File: src/rtl/dvfs_pkg.sv
package dvfs_pkg;
  localparam int LVL_W     = 2;
  localparam int NUM_LVL   = 1 << LVL_W;
  localparam int NUM_WORDS = NUM_LVL / 2;
  localparam int ADDR_W    = 3;
  localparam int DATA_W    = 32;
  localparam int HALF_W    = DATA_W / 2;
  localparam int DIV_W     = 3;
  localparam int SRC_W     = 2;

  // field offsets within one 16-bit half
  localparam int DIV_OFF = 13;
  localparam int ALT_OFF = 11;
  localparam int SRC_OFF = 9;

  // static selection layout
  localparam int ST_SRC_OFF = 0;
  localparam int ST_ALT_OFF = 3;
  localparam int ST_DIV_OFF = 4;

  localparam int EN_BIT = 31;

  // register addresses
  localparam int A_MODE     = 0;
  localparam int A_LEVEL    = 1;
  localparam int A_CFG_BASE = 2;
  localparam int A_STATIC   = 4;
  localparam int A_BCAST    = 5;

  localparam logic [DIV_W-1:0] DIV_INVALID = 3'd7;
  localparam logic [LVL_W-1:0] LVL_TOP     = 2'd0;
  localparam logic [LVL_W-1:0] LVL_STEP    = 2'd1;

  typedef struct packed {
    logic [DIV_W-1:0] div;
    logic             alt;
    logic [SRC_W-1:0] src;
  } lvl_cfg_t;

  // a move to the top level from level 2 or 3 must pass through level 1
  function automatic logic needs_detour(logic [LVL_W-1:0] cur, logic [LVL_W-1:0] req);
    return (req == LVL_TOP) && (cur > LVL_STEP);
  endfunction

  function automatic logic [DIV_W-1:0] sanitize_div(logic [DIV_W-1:0] raw);
    return (raw == DIV_INVALID) ? '0 : raw;
  endfunction
endpackage

File: src/rtl/dvfs_regs.sv
module dvfs_regs
  import dvfs_pkg::*;
(
  input  logic                      clk,
  input  logic                      rst,
  input  logic                      wr_en,
  input  logic [ADDR_W-1:0]         wr_addr,
  input  logic [DATA_W-1:0]         wr_data,
  output logic                      dyn_en,
  output logic                      lvl_req_v,
  output logic [LVL_W-1:0]          lvl_req,
  output lvl_cfg_t [NUM_LVL-1:0]    cfg,
  output lvl_cfg_t                  stat
);
  logic                   dyn_en_q;
  lvl_cfg_t [NUM_LVL-1:0] cfg_q;
  lvl_cfg_t               stat_q;
  logic                   bcast_hit;
  logic                   spare_unused;

  assign bcast_hit = wr_en && (wr_addr == ADDR_W'(A_BCAST));
  assign lvl_req_v = wr_en && (wr_addr == ADDR_W'(A_LEVEL));
  assign lvl_req   = wr_data[LVL_W-1:0];
  assign spare_unused = ^{wr_data[28], wr_data[24:16], wr_data[12], wr_data[8:7], wr_data[2]};

  always_ff @(posedge clk or posedge rst) begin
    if (rst) begin
      dyn_en_q <= 1'b0;
      cfg_q    <= '0;
      stat_q   <= '0;
    end else if (wr_en) begin
      if (wr_addr == ADDR_W'(A_MODE)) dyn_en_q <= wr_data[EN_BIT];
      if (wr_addr == ADDR_W'(A_STATIC)) begin
        stat_q.src <= wr_data[ST_SRC_OFF +: SRC_W];
        stat_q.alt <= wr_data[ST_ALT_OFF];
        stat_q.div <= wr_data[ST_DIV_OFF +: DIV_W];
      end
      for (int w = 0; w < NUM_WORDS; w++) begin
        if (wr_addr == ADDR_W'(A_CFG_BASE + w)) begin
          for (int hh = 0; hh < 2; hh++) begin
            // upper half (hh=1) holds the even level
            cfg_q[2*w+1-hh].div <= wr_data[hh*HALF_W+DIV_OFF +: DIV_W];
            cfg_q[2*w+1-hh].alt <= wr_data[hh*HALF_W+ALT_OFF];
            cfg_q[2*w+1-hh].src <= wr_data[hh*HALF_W+SRC_OFF +: SRC_W];
          end
        end
      end
      if (bcast_hit && !dyn_en_q) begin
        for (int i = 0; i < NUM_LVL; i++) cfg_q[i].src <= wr_data[SRC_W-1:0];
      end
    end
  end

  assign dyn_en = dyn_en_q;
  assign cfg    = cfg_q;
  assign stat   = stat_q;

  AST_SRC_LOCK: assert property (@(posedge clk) disable iff (rst)
    (bcast_hit && dyn_en_q) |=> $stable(cfg_q));
endmodule

File: src/rtl/dvfs_seq.sv
module dvfs_seq
  import dvfs_pkg::*;
#(
  parameter int SETTLE_CYC = 500_000
) (
  input  logic             clk,
  input  logic             rst,
  input  logic             req_v,
  input  logic [LVL_W-1:0] req,
  output logic [LVL_W-1:0] cur_level,
  output logic             busy
);
  localparam int CNT_W = $clog2(SETTLE_CYC + 1);
  localparam logic [CNT_W-1:0] CNT_LOAD = CNT_W'(SETTLE_CYC - 1);

  logic [LVL_W-1:0] lvl_q;
  logic             busy_q;
  logic [CNT_W-1:0] cnt_q;
  logic             pend_v_q;
  logic [LVL_W-1:0] pend_q;

  // named events for the assertions
  logic             go_v;
  logic [LVL_W-1:0] go_lvl;
  logic             start_detour;
  logic             settle_done;

  assign go_v         = !busy_q && (req_v || pend_v_q);
  assign go_lvl       = req_v ? req : pend_q;
  assign start_detour = go_v && needs_detour(lvl_q, go_lvl);
  assign settle_done  = busy_q && (cnt_q == '0);

  always_ff @(posedge clk or posedge rst) begin
    if (rst) begin
      lvl_q    <= '0;
      busy_q   <= 1'b0;
      cnt_q    <= '0;
      pend_v_q <= 1'b0;
      pend_q   <= '0;
    end else if (busy_q) begin
      if (req_v) begin
        pend_v_q <= 1'b1;
        pend_q   <= req;
      end
      if (settle_done) begin
        busy_q <= 1'b0;
        lvl_q  <= LVL_TOP;
      end else begin
        cnt_q <= cnt_q - 1'b1;
      end
    end else if (go_v) begin
      pend_v_q <= 1'b0;
      if (start_detour) begin
        lvl_q  <= LVL_STEP;
        busy_q <= 1'b1;
        cnt_q  <= CNT_LOAD;
      end else begin
        lvl_q <= go_lvl;
      end
    end
  end

  assign cur_level = lvl_q;
  assign busy      = busy_q;

  AST_NO_SKIP: assert property (@(posedge clk) disable iff (rst)
    (lvl_q > LVL_STEP) |=> (lvl_q != LVL_TOP));
  AST_BUSY_AT_STEP: assert property (@(posedge clk) disable iff (rst)
    busy_q |-> (lvl_q == LVL_STEP));
  AST_BUSY_END: assert property (@(posedge clk) disable iff (rst)
    $fell(busy_q) |-> (lvl_q == LVL_TOP));
  AST_PEND_TAKEN: assert property (@(posedge clk) disable iff (rst)
    (pend_v_q && !busy_q) |=> !pend_v_q);
endmodule

File: src/rtl/dvfs_outsel.sv
module dvfs_outsel
  import dvfs_pkg::*;
(
  input  logic                   dyn_en,
  input  logic [LVL_W-1:0]       cur_level,
  input  lvl_cfg_t [NUM_LVL-1:0] cfg,
  input  lvl_cfg_t               stat,
  output logic [SRC_W-1:0]       src_sel,
  output logic [DIV_W-1:0]       div_code,
  output logic                   alt_sel
);
  lvl_cfg_t lvl_pick;

  always_comb begin
    lvl_pick = cfg[cur_level];
    if (dyn_en) begin
      src_sel  = lvl_pick.src;
      div_code = lvl_pick.div;
      alt_sel  = lvl_pick.alt;
    end else begin
      src_sel  = stat.src;
      div_code = sanitize_div(stat.div);
      alt_sel  = stat.alt;
    end
  end
endmodule

File: src/rtl/cpu_dvfs_clkctl.sv
module cpu_dvfs_clkctl
  import dvfs_pkg::*;
#(
  parameter int SETTLE_CYC = 500_000
) (
  input  logic        clk,
  input  logic        rst,
  input  logic        wr_en,
  input  logic [2:0]  wr_addr,
  input  logic [31:0] wr_data,
  output logic [1:0]  src_sel,
  output logic [2:0]  div_code,
  output logic        alt_sel,
  output logic [1:0]  cur_level,
  output logic        busy
);
  logic                   dyn_en;
  logic                   lvl_req_v;
  logic [LVL_W-1:0]       lvl_req;
  lvl_cfg_t [NUM_LVL-1:0] cfg;
  lvl_cfg_t               stat;

  dvfs_regs u_regs (
    .clk(clk), .rst(rst), .wr_en(wr_en), .wr_addr(wr_addr), .wr_data(wr_data),
    .dyn_en(dyn_en), .lvl_req_v(lvl_req_v), .lvl_req(lvl_req), .cfg(cfg), .stat(stat)
  );

  dvfs_seq #(.SETTLE_CYC(SETTLE_CYC)) u_seq (
    .clk(clk), .rst(rst), .req_v(lvl_req_v), .req(lvl_req),
    .cur_level(cur_level), .busy(busy)
  );

  dvfs_outsel u_sel (
    .dyn_en(dyn_en), .cur_level(cur_level), .cfg(cfg), .stat(stat),
    .src_sel(src_sel), .div_code(div_code), .alt_sel(alt_sel)
  );

  AST_STATIC_DIV: assert property (@(posedge clk) disable iff (rst)
    !dyn_en |-> (div_code != DIV_INVALID));
  AST_BUSY_NEEDS_DYN_LVL: assert property (@(posedge clk) disable iff (rst)
    $rose(busy) |-> (cur_level == LVL_STEP));
endmodule

File: config.mk
export PLATFORM = sky130hd
export DESIGN_NAME = cpu_dvfs_clkctl
export DESIGN_NICKNAME = d
export VERILOG_FILES = /design/src/rtl/dvfs_pkg.sv /design/src/rtl/dvfs_regs.sv /design/src/rtl/dvfs_seq.sv /design/src/rtl/dvfs_outsel.sv /design/src/rtl/cpu_dvfs_clkctl.sv
export SDC_FILE = /design/constraint.sdc
export NUM_CORES = 1
export LEC_CHECK = 0
export ABC_AREA = 1
export ABC_CLOCK_PERIOD_IN_PS = 3900
export BUFFER_PORTS_ARGS = -buffer_cell sky130_fd_sc_hd__clkbuf_2
export CAP_MARGIN = 20
export CORE_UTILIZATION = 61
export DETAILED_ROUTE_END_ITERATION = 10
export PLACE_DENSITY = 0.83
export SKIP_LAST_GASP = 1
export SLEW_MARGIN = 10
export SYNTH_ARGS = -nofsm -noshare
export SYNTH_HDL_FRONTEND = slang
export SYNTH_SLANG_ARGS = --single-unit
File: constraint.sdc
create_clock -name clk -period 3.9 [get_ports clk]
set_clock_uncertainty 0.05 [all_clocks]
set_input_delay 0.39 -clock clk [delete_from_list [all_inputs] [get_ports clk]]
set_output_delay 0.39 -clock clk [all_outputs]
set_load 0.02 [all_outputs]
[Word-level counts from Yosys, hierarchy flattened]
Index checks and enable logic that the tools add are counted.
W data, S select, Z words.
Operators by class
  $add $sub $neg: 1
  muxes and demuxes: 28
  equal/unequal tests: 9
  order comparisons: 2
  reductions and logical operators: 26
Operators with widths (count)
  $mux W19: 4
  $mux W2: 10
  $logic_not A19 Y1: 1
  $sub A19 B1 Y19 const B: 1
  $mux W8: 2
  $reduce_and A2 Y1: 8
  $bmux W6 S2: 1
  $eq A3 B3 Y1 const B: 3
  $mux W1: 8
  $reduce_bool A2 Y1: 4
  $logic_and A1 B1 Y1: 7
  $eq A3 B2 Y1 const B: 2
  $mux W3: 2
  $mux W6: 1
  $ne A2 B2 Y1 const B: 2
  $eq A3 B1 Y1 const B: 1
  $logic_not A3 Y1: 1
  $lt A2 B3 Y1 const B: 1
  $reduce_and A3 Y1: 1
  $gt A2 B1 Y1 const B: 1
  $logic_not A1 Y1: 2
  $logic_not A2 Y1: 1
  $ne A2 B1 Y1 const B: 1
  $logic_or A1 B1 Y1: 1
Word-level totals
  output and inout bits: 9
  register bits: 56
  input port bits: 38

[Logic depth before layout (Yosys ltp)]
Gate-level depths: netlist of the first run.
  depth after elaboration: 9
  gate-level depth with buffers: 11

[Modules after synthesis]
A second synthesis of the first run with hierarchy kept.
Second synthesis, totals
  cell total of the unflattened synthesis: 463
  area total of the unflattened synthesis: 3290.7 um^2
Modules (own cells, without submodules)
  dvfs_seq: sequential area each 625.6 um^2, cells an instance 226, times used 1, area an instance 1630.3 um^2
  dvfs_regs: sequential area each 775.7 um^2, cells an instance 146, times used 1, area an instance 1287.5 um^2
  dvfs_outsel: sequential area each 0.0 um^2, cells an instance 91, times used 1, area an instance 372.9 um^2

[Worst setup path after synthesis of the first run]
Ideal clock, no wire load.
  kind: register to output
  start point: reg u_seq.lvl_q[0], in the netlist u_seq.cur_level[0]
  end point: out div_code[1]
  stages on the path, launching flop included: 6
  data arrival time: 1.433 ns
  setup slack: 2.027 ns
  path through: dfrtp_1 > clkbuf_1 > nor2_1 > nor2_1 > o21ai_0 > a31oi_1
On the way
  longest elaborated chain between the ends: 3
Ends and longest elaborated chain
  start, declared: line dvfs_seq.sv:16  | logic [LVL_W-1:0] lvl_q;
  start signal, assigned: line dvfs_seq.sv:58  | lvl_q <= go_lvl;
  $bmux W6 S2: line dvfs_outsel.sv:15  | lvl_pick = cfg[cur_level];
  $mux W6 (not written as such): line dvfs_outsel.sv:15
  $mux W3: line dvfs_outsel.sv:16  | if (dyn_en) begin
  end, declared: line cpu_dvfs_clkctl.sv:12  | output logic [2:0] div_code,
No other way between the ends. The select of a mux whose other input is x is not followed.

[Worst setup path after layout of the first run]
  start point: reg u_seq.lvl_q[0], in the netlist u_seq.cur_level[0]
  end point: out alt_sel
On the way
  longest elaborated chain between the ends: 3
Ends and longest elaborated chain
  $bmux W6 S2: line dvfs_outsel.sv:15
  $mux W6 (not written as such): line dvfs_outsel.sv:15
  $mux W1: line dvfs_outsel.sv:16
  end, declared: line cpu_dvfs_clkctl.sv:13  | output logic alt_sel,
No other way between the ends. The select of a mux whose other input is x is not followed.

==> results of run 1 <==
## placed cells by master (no fill, tap or decap), drive strengths merged
| master | count |
|---|---|
| a21oi | 7 |
| a31oi | 7 |
| buf | 2 |
| clkbuf | 38 |
| clkinv | 1 |
| dfrtp | 56 |
| ha | 1 |
| inv | 43 |
| mux2 | 5 |
| nand2 | 120 |
| nand3 | 59 |
| nand3b | 1 |
| nand4 | 7 |
| nor2 | 68 |
| o211ai | 1 |
| o21ai | 31 |
| o22ai | 1 |
| or2 | 1 |
| xnor2 | 3 |
## metrics by stage
step | setup WS (ns) | power (mW) | std cells | hold slack (ns)
after floorplan | 2.03 | 0.835 | 423 | 0.397
after global placement | 1.88 | 0.892 | 512 | 0.410
after detailed placement | 1.86 | 0.903 | 512 | 0.420
after CTS | 1.51 | 1.20 | 519 | 0.217
after global routing | 1.37 | 1.26 | 519 | 0.259
final | 1.50 | 1.19 | 519 | 0.171
## cell type report
| class | count | area [um2] | share of cell area |
|---|---|---|---|
| multi-input cells | 312 | 1480 | 0.439 |
| flip-flops and latches | 56 | 1400 | 0.414 |
| repair buffers | 34 | 175 | 0.0518 |
| inverters | 43 | 161 | 0.0477 |
| well taps | 67 | 83.8 | 0.0248 |
| clock buffers | 6 | 72.6 | 0.0214 |
| clock inverters | 1 | 5.00 | 0.00148 |
## power groups by stage
stage                     Clock (mW)  Combinational [mW]  Sequential, mW
after floorplan                    0               0.149           0.686
after global routing           0.331               0.228           0.702
after CTS                      0.310               0.200           0.692
final                          0.303               0.198           0.693
after global placement             0               0.192           0.700
after detailed placement           0               0.200           0.703
## flip-flops by register name, indices dropped and copies added (netlist names)
| signal | count |
|---|---|
| u_seq.cur_level | 2 |
| u_regs.cfg | 24 |
| u_seq.pend_v_q | 1 |
| u_seq.cnt_q | 19 |
| u_regs.stat | 6 |
| u_seq.busy | 1 |
| u_seq.pend_q | 2 |
| u_regs.dyn_en | 1 |
## final timing paths
check	startpoint	endpoint	slack [ns]
max in group asynchronous	rst	u_regs.cfg[9]	3.12
min in group clk	wr_data[6]	u_regs.stat[5]	0.27
setup reg to reg	u_seq.cnt_q[0]	u_seq.cnt_q[17]	1.87
hold reg to reg	u_regs.cfg[21]	u_regs.cfg[21]	0.44
hold / removal	rst	u_seq.cnt_q[1]	0.17
setup / recovery	u_seq.cur_level[0]	alt_sel	1.50
## layer usage
metal | share of wire | GRT usage | up-vias
met1 | 0.46 | 0.379 | 1329
li1 | - | - | 1423
met4 | 0.0097 | 0.0641 | 0
met2 | 0.48 | 0.461 | 82
met5 | 0 | 0 | -
met3 | 0.054 | 0.0521 | 11
## cells by family (layout without fill, tap and decap cells)
family                   count (synthesis)  in the layout  synth area share
adder cells (fa/ha/maj)                  1              1           0.00401
AND/OR/NAND/NOR                        256            256             0.366
AO/OA/AOI/OAI                           47             47            0.0795
XOR/XNOR                                 3              3           0.00843
flip-flops                              56             56             0.450
multiplexers                             5              5            0.0181
buffers and inverters                   55             84            0.0743
## critical path, cell delays in order (launching register included)
cell and delay [ns]:
dfrtp_1 0.69, inv_1 0.31, o21ai_0 0.23, o22ai_1 0.11, nand2_1 0.06, o21ai_0 0.08, clkbuf_2 0.17
==> impl_metrics.env, run 1 <==
export IMPL_status="completed"
export IMPL_drive_above_1_share=0.162
export IMPL_cp_max_fo=16
export IMPL_htreeDepth=2
export IMPL_slew_viol_final=0
export IMPL_first_global_vias=2602
export IMPL_min_period_ns=2.40
export IMPL_path_class="flop to primary output"
export IMPL_synth_seq_cells=56
export IMPL_synth_area_mm2=0.00312
export IMPL_fp_dieH_um=73.5
export IMPL_cts_resized=0
export IMPL_start_util=0.647
export IMPL_max_freq_ghz=0.416
export IMPL_design_area_mm2=0.00338
export IMPL_post_cts_buffers=0
export IMPL_fin_setup_tns_ns=0
export IMPL_yosysTopAreaCell="dfrtp_1"
export IMPL_port_buffers=32
export IMPL_required_ns=3.46
export IMPL_crit_arrival_ns=1.96
export IMPL_min_path_type="primary input to async pin"
export IMPL_insertion_delay_ns=0.30
export IMPL_cts_hold_buf=0
export IMPL_antenna_left=0
export IMPL_coreArea_mm2=0.00482
export IMPL_leakagePower_nw=1.76
export IMPL_p_sw_frac=0.288
export IMPL_grtUsageTotal=0.278
export IMPL_yosys_cell_types_count=27
export IMPL_reg2reg_depth=9
export IMPL_synth_top_cell_area_share=0.450
export IMPL_critPathLaunchType="flop"
export IMPL_setup_viol=0
export IMPL_area_growth_pct=8.55
export IMPL_synth_nets=462
export IMPL_grt_max_degree=57
export IMPL_p_sw_mw=0.344
export IMPL_synthTopCellsByCount="nand2_1 (106), nor2_1 (59), nand3_1 (58)"
export IMPL_vias=2845
export IMPL_p_int_mw=0.850
export IMPL_comb_power_share=0.166
export IMPL_fin_util=0.702
export IMPL_fillers=396
export IMPL_drv_cap=0
export IMPL_synth_yosys_warnings=0
export IMPL_drt_first_pass_iters=5
export IMPL_worst_pin_slew_ns=0.713
export IMPL_p_per_area_mw_per_mm2=353
export IMPL_numCtsBuffers=5
export IMPL_ys_top_cells_by_area="dfrtp_1 (45%), nand2_1 (13%), nand3_1 (9.3%)"
export IMPL_ir_worst_vdd_v=0.000232
export IMPL_synth_most_common_cell="nand2_1"
export IMPL_die_area_mm2=0.00540
export IMPL_fin_crit_sh=0.616
export IMPL_yosysSeqAreaShare=0.450
export IMPL_wl_per_cell_um=13.1
export IMPL_path_clk_slew_ns=0.09
export IMPL_wl_mm=6.78
export IMPL_pin_count=47
export IMPL_clock_sinks=56
export IMPL_rsz0062_at_grt="no"
export IMPL_drcViolationCount=0
export IMPL_power_frac_seq=0.580
export IMPL_relSlewSlack=0.525
export IMPL_antenna_found_initial=0
export IMPL_post_dp_cell_area_mm2=0.00331
export IMPL_cts_buffer_depth=2
export IMPL_synthArstFlopShare=1.00
export IMPL_n_antenna_cell=0
export IMPL_vias_per_cell=5.48
export IMPL_place_hpwl_mm=4.76
export IMPL_layout_nets=491
export IMPL_end_kind="primary output"
export IMPL_synth_area_per_cell_um2=7.37
export IMPL_synthCells=423
export IMPL_grt_pass1_wl_mm=11.7
export IMPL_gr_total_overflow=0
export IMPL_clkPwrFrac=0.254
export IMPL_synth_ff_type="dfrtp_1"
export IMPL_hold_viol_final=0
export IMPL_die_w_um=73.5
export IMPL_cts_root_buf="clkbuf_8"
export IMPL_gp_congestion=0.884
export IMPL_synth_edf_count=0
export IMPL_rows=25
export IMPL_drt_iter0_drc=250
export IMPL_tritoncts="yes"
Note: power is estimated with default switching activity, not from simulation.
==> run 2, diff against run 1 <==
--- a/config.mk
+++ b/config.mk
@@ -5,13 +5,13 @@
 export SDC_FILE = /design/constraint.sdc
 export NUM_CORES = 1
 export LEC_CHECK = 0
-export ABC_AREA = 1
-export ABC_CLOCK_PERIOD_IN_PS = 3900
+export ABC_AREA = 0
+export ABC_CLOCK_PERIOD_IN_PS = 2000
 export BUFFER_PORTS_ARGS = -buffer_cell sky130_fd_sc_hd__clkbuf_2
 export CAP_MARGIN = 20
-export CORE_UTILIZATION = 61
+export CORE_UTILIZATION = 50
 export DETAILED_ROUTE_END_ITERATION = 10
-export PLACE_DENSITY = 0.83
+export PLACE_DENSITY = 0.73
 export SKIP_LAST_GASP = 1
 export SLEW_MARGIN = 10
 export SYNTH_ARGS = -nofsm -noshare
==> constraint.sdc (replaced) <==
create_clock -name clk -period 2 [get_ports clk]
set_clock_uncertainty 0.05 [all_clocks]
set_input_delay 0.2 -clock clk [delete_from_list [all_inputs] [get_ports clk]]
set_output_delay 0.2 -clock clk [all_outputs]
set_load 0.02 [all_outputs]
==> run 2 against run 1 <==
Against the previous run: the run now ends with setup timing left; area after synthesis down 10%; non-clock buffer count up 33; utilization fell by 3.1 points; sequential power increased by 96%; via count fell by 26%; synthesized cell count shrank 43%; routed wire length is 12% lower; final area rose by 4.5%; die area increased by 9.6%; cell count is 28% lower; sequential share of layout area decreased by 1.8 points; critical path depth rose by 1; critical endpoint is now u_seq.cnt_q[16]; largest power group unchanged; highest routed layer unchanged.
==> impl_metrics.env, run 2 <==
export IMPL_min_period_ns=2.18
export IMPL_yosys_cell_types_count=47
export IMPL_grtUsageTotal=0.213
export IMPL_synthTopCellsByCount="dfrtp_1 (56), mux2_2 (27), nand2_1 (17), nor2_1 (17)"
export IMPL_leakagePower_nw=1.45
export IMPL_synth_yosys_warnings=0
export IMPL_synth_top_cell_area_share=0.499
export IMPL_slowest_stage="or4_4"
export IMPL_max_freq_ghz=0.460
export IMPL_vias_per_cell=5.64
export IMPL_path_clk_slew_ns=0.10
export IMPL_worst_pin_slew_ns=0.514
export IMPL_drt_first_pass_iters=4
export IMPL_synth_seq_cells=56
export IMPL_min_path_type="primary input to flop"
export IMPL_rsz0062_at_grt="yes"
export IMPL_final_common_cell="dfrtp_1"
export IMPL_drive_above_1_share=0.442
export IMPL_antenna_found_initial=0
export IMPL_htreeDepth=2
export IMPL_synth_area_per_cell_um2=11.7
export IMPL_fin_setup_tns_ns=-1.62
export IMPL_yosysTopAreaCell="dfrtp_1"
export IMPL_clock_sinks=56
export IMPL_dp_cells=358
export IMPL_synth_area_mm2=0.00281
export IMPL_insertion_delay_ns=0.31
export IMPL_design_area_mm2=0.00354
export IMPL_final_cell_mix="dfrtp_1 (55), clkbuf_2 (28), buf_4 (27), mux2_2 (24)"
export IMPL_synth_nets=278
export IMPL_cts_root_buf="clkbuf_8"
export IMPL_synth_edf_count=0
export IMPL_path_class="flop to flop"
export IMPL_drt_iter0_drc=110
export IMPL_status="finished with violations"
export IMPL_port_buffers=32
export IMPL_cp_max_fo=8
export IMPL_layout_nets=341
export IMPL_cts_buffer_depth=2
export IMPL_area_growth_pct=26.0
export IMPL_fin_crit_sh=1.09
export IMPL_relSlewSlack=0.657
export IMPL_wl_per_cell_um=16.0
export IMPL_synthCells=239
export IMPL_synthArstFlopShare=1.00
export IMPL_fin_ws_ns=-0.176
export IMPL_ys_top_cells_by_area="dfrtp_1 (50%), mux2_2 (11%), mux4_2 (4.8%)"
export IMPL_required_ns=2.16
export IMPL_place_hpwl_mm=4.08
export IMPL_post_dp_cell_area_mm2=0.00323
export IMPL_fp_dieH_um=76.9
export IMPL_antenna_left=0
export IMPL_synth_most_common_cell="dfrtp_1"
export IMPL_drv_cap=0
export IMPL_wl_mm=5.97
export IMPL_largest_reg_flops=24
export IMPL_grt_pass1_wl_mm=9.76
export IMPL_vias=2105
export IMPL_crit_arrival_ns=2.33
export IMPL_path_delay_family="simple AND/OR/NAND/NOR gates"
export IMPL_violations="setup timing"
export IMPL_tritoncts="yes"
export IMPL_grt_max_degree=25
export IMPL_pin_count=47
export IMPL_coreArea_mm2=0.00527
export IMPL_p_per_area_mw_per_mm2=739
export IMPL_synth_ff_type="dfrtp_1"
export IMPL_critical_path_max_stage_delay_ns=0.51
export IMPL_hold_viol_final=0
export IMPL_die_area_mm2=0.00592
export IMPL_rows=26
export IMPL_slew_viol_final=0
export IMPL_critPathLaunchType="flop"
export IMPL_setup_viol=22
export IMPL_start_util=0.533
export IMPL_gp_congestion=0.762
export IMPL_end_kind="flop"
export IMPL_stdcell_count=373
export IMPL_die_w_um=76.9
export IMPL_first_global_vias=2091
export IMPL_path_buf_inv=1
export IMPL_path_cells="inv_1, ha_2, or3b_4, or4_4, nor4b_4, xnor2_1, nand2_1"
export IMPL_numCtsBuffers=5
export IMPL_yosysSeqAreaShare=0.499
export IMPL_gr_total_overflow=0
export IMPL_ir_worst_vdd_v=0.000459
export IMPL_n_antenna_cell=0
export IMPL_drcViolationCount=0
## run 2: final cells by class
type                            instances  area, um2
Inverter                                5       18.8
Tap cell                               70       87.6
Timing Repair Buffer                   67        479
Fill cell                             397       1730
Clock inverter                          2       38.8
Multi-Input combinational cell        167       1440
Sequential cell                        56       1400
Clock buffer                            6       72.6
## run 2: worst reg2reg max path, stage by stage (launching register included)
cell	delay, ns
dfrtp_1	0.39
inv_1	0.07
ha_2	0.16
or3b_4	0.39
or4_4	0.51
nor4b_4	0.29
xnor2_1	0.14
nand2_1	0.06
## run 2: timing repair
| action | CTS | global route |
|---|---|---|
| hold buffers | 1 | 0 |
| setup buffers | 4 | 2 |
| pin swaps | 13 | 7 |
| resized for setup | 17 | 23 |
| setup endpoints to repair | 23 | 26 |
| endpoints found under the hold margin | 22 | 0 |
| gates cloned | 0 | 0 |
## run 2: cell families after synthesis
kind of cell | count (synthesis) | synth area share
AOI/OAI and AO/OA | 40 | 0.0860
xor gates and xnor gates | 6 | 0.0187
adders and majority gates | 1 | 0.00446
buffers and inverters | 16 | 0.0285
DFF | 56 | 0.499
muxes | 45 | 0.199
and+or+nand+nor | 75 | 0.164
## run 2: power by group
| group | switching (mW) | total [mW] | internal, mW | leakage [nW] |
|---|---|---|---|---|
| Combinational | 0.224 | 0.500 | 0.276 | 0.766 |
| Clock | 0.375 | 0.754 | 0.379 | 0.0558 |
| Sequential | 0.0793 | 1.36 | 1.28 | 0.627 |
| Total | 0.678 | 2.61 | 1.93 | 1.45 |
## run 2: metrics by stage
stage	hold slack, ns	total power, mW	setup WS, ns	util
floorplan	0.300	1.69	-0.170	-
global placement	0.189	1.82	-0.118	0.612
detailed placement	0.198	1.84	-0.175	0.612
CTS	0.0640	2.59	-0.166	0.655
global route	0.0563	2.72	-0.269	0.671
finish	0.0711	2.61	-0.176	0.671
## run 2: final timing paths
check | from | endpoint | slack, ns | cells past startpoint
worst max-delay path | u_seq.cnt_q[0] | u_seq.cnt_q[16] | -0.18 | 7
worst min-delay path | wr_data[6] | u_regs.stat[5] | 0.07 | 2
worst max register to register | u_seq.cnt_q[0] | u_seq.cnt_q[16] | -0.18 | 7
worst min register to register | u_seq.cnt_q[6] | u_seq.cnt_q[6] | 0.46 | 1
max in group asynchronous | rst | u_seq.cur_level[1] | 0.87 | 4
min in group asynchronous | rst | u_regs.cfg[4] | 0.40 | 3
## run 2: layer usage
metal | track usage | routed length, um | share of wire
met5 | 0 | 0 | 0
met4 | 0.0692 | 74 | 0.012
met3 | 0.0357 | 195 | 0.033
met2 | 0.381 | 3120 | 0.52
met1 | 0.260 | 2580 | 0.43
==> run 3, diff against run 2 <==
--- a/config.mk
+++ b/config.mk
@@ -5,13 +5,12 @@
 export SDC_FILE = /design/constraint.sdc
 export NUM_CORES = 1
 export LEC_CHECK = 0
-export ABC_AREA = 0
+export ABC_AREA = 1
 export ABC_CLOCK_PERIOD_IN_PS = 2000
 export BUFFER_PORTS_ARGS = -buffer_cell sky130_fd_sc_hd__clkbuf_2
-export CAP_MARGIN = 20
-export CORE_UTILIZATION = 50
+export CORE_UTILIZATION = 51
 export DETAILED_ROUTE_END_ITERATION = 10
-export PLACE_DENSITY = 0.73
+export PLACE_DENSITY = 0.74
 export SKIP_LAST_GASP = 1
 export SLEW_MARGIN = 10
 export SYNTH_ARGS = -nofsm -noshare
==> run 3 against run 2 <==
Against the previous run: the flow finishes with violations (DRC); clock power is 13% lower; count of clock-buffer cells in the layout is 1 lower; sequential share of layout area is 0.44 points higher; critical path type is now flop to primary output.
==> impl_metrics.env, run 3 (synthesis results as in run 1) <==
export IMPL_start_util=0.526
export IMPL_port_buffers=32
export IMPL_rows=28
export IMPL_p_int_mw=1.68
export IMPL_antenna_found_initial=0
export IMPL_p_per_area_mw_per_mm2=689
export IMPL_p_sw_frac=0.301
export IMPL_gp_congestion=0.861
export IMPL_clock_sinks=56
export IMPL_hold_slack_ns=0.0444
export IMPL_cts_root_buf="clkbuf_8"
export IMPL_cp_max_fo=8
export IMPL_drt_first_pass_iters=8
export IMPL_drive_above_1_share=0.186
export IMPL_end_kind="primary output"
export IMPL_fp_dieH_um=80.2
export IMPL_rrSetupSlack_ns=0.34
export IMPL_min_path_type="primary input to flop"
export IMPL_required_ns=1.75
export IMPL_leakagePower_nw=1.82
export IMPL_path_delay_family="buffers and inverters"
export IMPL_path_cells="inv_1, o21ai_0, o22ai_1, nand2_1, o21ai_0, clkbuf_2"
export IMPL_critical_path_max_stage_delay_ns=0.39
export IMPL_worst_pin_slew_ns=0.403
export IMPL_gr_total_overflow=0
export IMPL_insertion_delay_ns=0.33
export IMPL_crit_cells=6
export IMPL_crit_top_cell="o21ai_0"
export IMPL_path_class="flop to primary output"
export IMPL_tritoncts="yes"
export IMPL_fin_setup_tns_ns=0
export IMPL_design_area_mm2=0.00350
export IMPL_fin_crit_sh=0.929
export IMPL_die_w_um=80.2
export IMPL_hold_viol_final=0
export IMPL_slew_viol_final=0
export IMPL_ir_worst_vdd_v=0.000384
export IMPL_numCtsBuffers=5
export IMPL_area_growth_pct=12.2
export IMPL_coreArea_mm2=0.00592
export IMPL_vias=2788
export IMPL_wl_per_cell_um=12.8
export IMPL_clkPwrFrac=0.273
export IMPL_status="finished with violations"
export IMPL_p_sw_mw=0.726
export IMPL_setup_viol=0
export IMPL_wl_mm=6.89
export IMPL_drt_iter0_drc=207
export IMPL_critPathLaunchType="flop"
export IMPL_layout_nets=501
export IMPL_hold_path_depth=2
export IMPL_post_cts_buffers=0
export IMPL_largest_reg_flops=24
export IMPL_place_hpwl_mm=4.92
export IMPL_path_clk_slew_ns=0.11
export IMPL_final_common_cell="nand2_1"
export IMPL_reg2reg_depth=9
export IMPL_post_dp_cell_area_mm2=0.00340
export IMPL_relSlewSlack=0.730
export IMPL_slowest_stage="dfrtp_1"
export IMPL_power_frac_seq=0.555
export IMPL_htreeDepth=2
export IMPL_grt_max_degree=57
export IMPL_crit_arrival_ns=1.61
export IMPL_grtUsageTotal=0.239
export IMPL_die_area_mm2=0.00643
export IMPL_n_antenna_cell=0
export IMPL_comb_power_share=0.172
export IMPL_finalPower_mw=2.41
export IMPL_drv_cap=0
export IMPL_path_buf_inv=2
export IMPL_violations="DRC"
export IMPL_drcViolationCount=1
export IMPL_min_period_ns=1.86
export IMPL_pin_count=47
export IMPL_rsz0062_at_grt="no"
export IMPL_first_global_vias=2621
export IMPL_vias_per_cell=5.18
export IMPL_max_freq_ghz=0.538
export IMPL_final_cell_mix="nand2_1 (106), nor2_1 (59), nand3_1 (58), dfrtp_1 (55), inv_1 (39)"
export IMPL_grt_pass1_wl_mm=11.9
export IMPL_cts_buffer_depth=2
export IMPL_antenna_left=0
==> run 3: cell types whose count changed in the layout (fill, tap and decap cells not counted), sizes merged, moves of 16 or more <==
cell | before | now
nor2 | 17 | 68
nand3 | 5 | 59
nand2 | 17 | 120
buf | 38 | 11
inv | 6 | 44
o21ai | 15 | 31
mux2 | 27 | 5
==> run 3: metal layers <==
| layer | global-route usage | wire length [um] | vias to the layer above |
|---|---|---|---|
| met2 | 0.385 | 3200 | 64 |
| li1 | - | - | 1445 |
| met1 | 0.329 | 3360 | 1274 |
| met3 | 0.0307 | 280 | 5 |
| met4 | 0.0875 | 46 | 0 |
| met5 | 0 | 0 | - |
==> run 3: power groups by stage <==
stage | sequential [mW] | combinational [mW] | clock (mW)
final | 1.34 | 0.414 | 0.657
after global routing | 1.36 | 0.474 | 0.717
after CTS | 1.34 | 0.419 | 0.669
after detailed placement | 1.36 | 0.416 | 0
after global placement | 1.35 | 0.402 | 0
after floorplan | 1.34 | 0.290 | 0
==> run 3: final cells by class <==
cell class | count | area (um2)
clock buffers | 5 | 68.8
well taps | 75 | 93.8
multi-input cells | 312 | 1480
repair buffers | 44 | 265
inverters | 43 | 161
flip-flops and latches | 56 | 1400
fillers | 551 | 2420
clock inverters | 3 | 22.5
==> run 3: through the flow <==
step	instances	util	setup slack, ns
floorplan	423	-	0.315
global placement	529	0.574	0.368
detailed placement	529	0.574	0.339
CTS	538	0.591	0.00550
global route	538	0.591	0.0627
finish	538	0.591	0.142
==> run 3: worst reg2reg max path, delay by kind of cell (launching register included) <==
| kind | cells | cell delay [ns] |
|---|---|---|
| adder cells (fa/ha/maj) | 1 | 0.17 |
| AND/OR/NAND/NOR | 7 | 0.84 |
| buffers and inverters | 1 | 0.08 |
| flip-flops | 1 | 0.41 |
==> run 3: worst paths after layout <==
path                                    startpoint            endpoint
worst max-delay path            u_seq.cur_level[1]             alt_sel
worst min-delay path                    wr_data[5]      u_regs.stat[4]
worst max register to register      u_seq.cnt_q[0]     u_seq.cnt_q[17]
worst min register to register       u_regs.cfg[8]       u_regs.cfg[8]
max in group asynchronous                      rst  u_seq.cur_level[0]
min in group asynchronous                      rst       u_regs.cfg[2]
==> run 3: timing repair <==
action | in CTS | in global routing
endpoints found under the hold margin | 56 | 0
hold buffers | 1 | 0
endpoints found under the setup margin | 0 | 3
resized for setup | 0 | 2
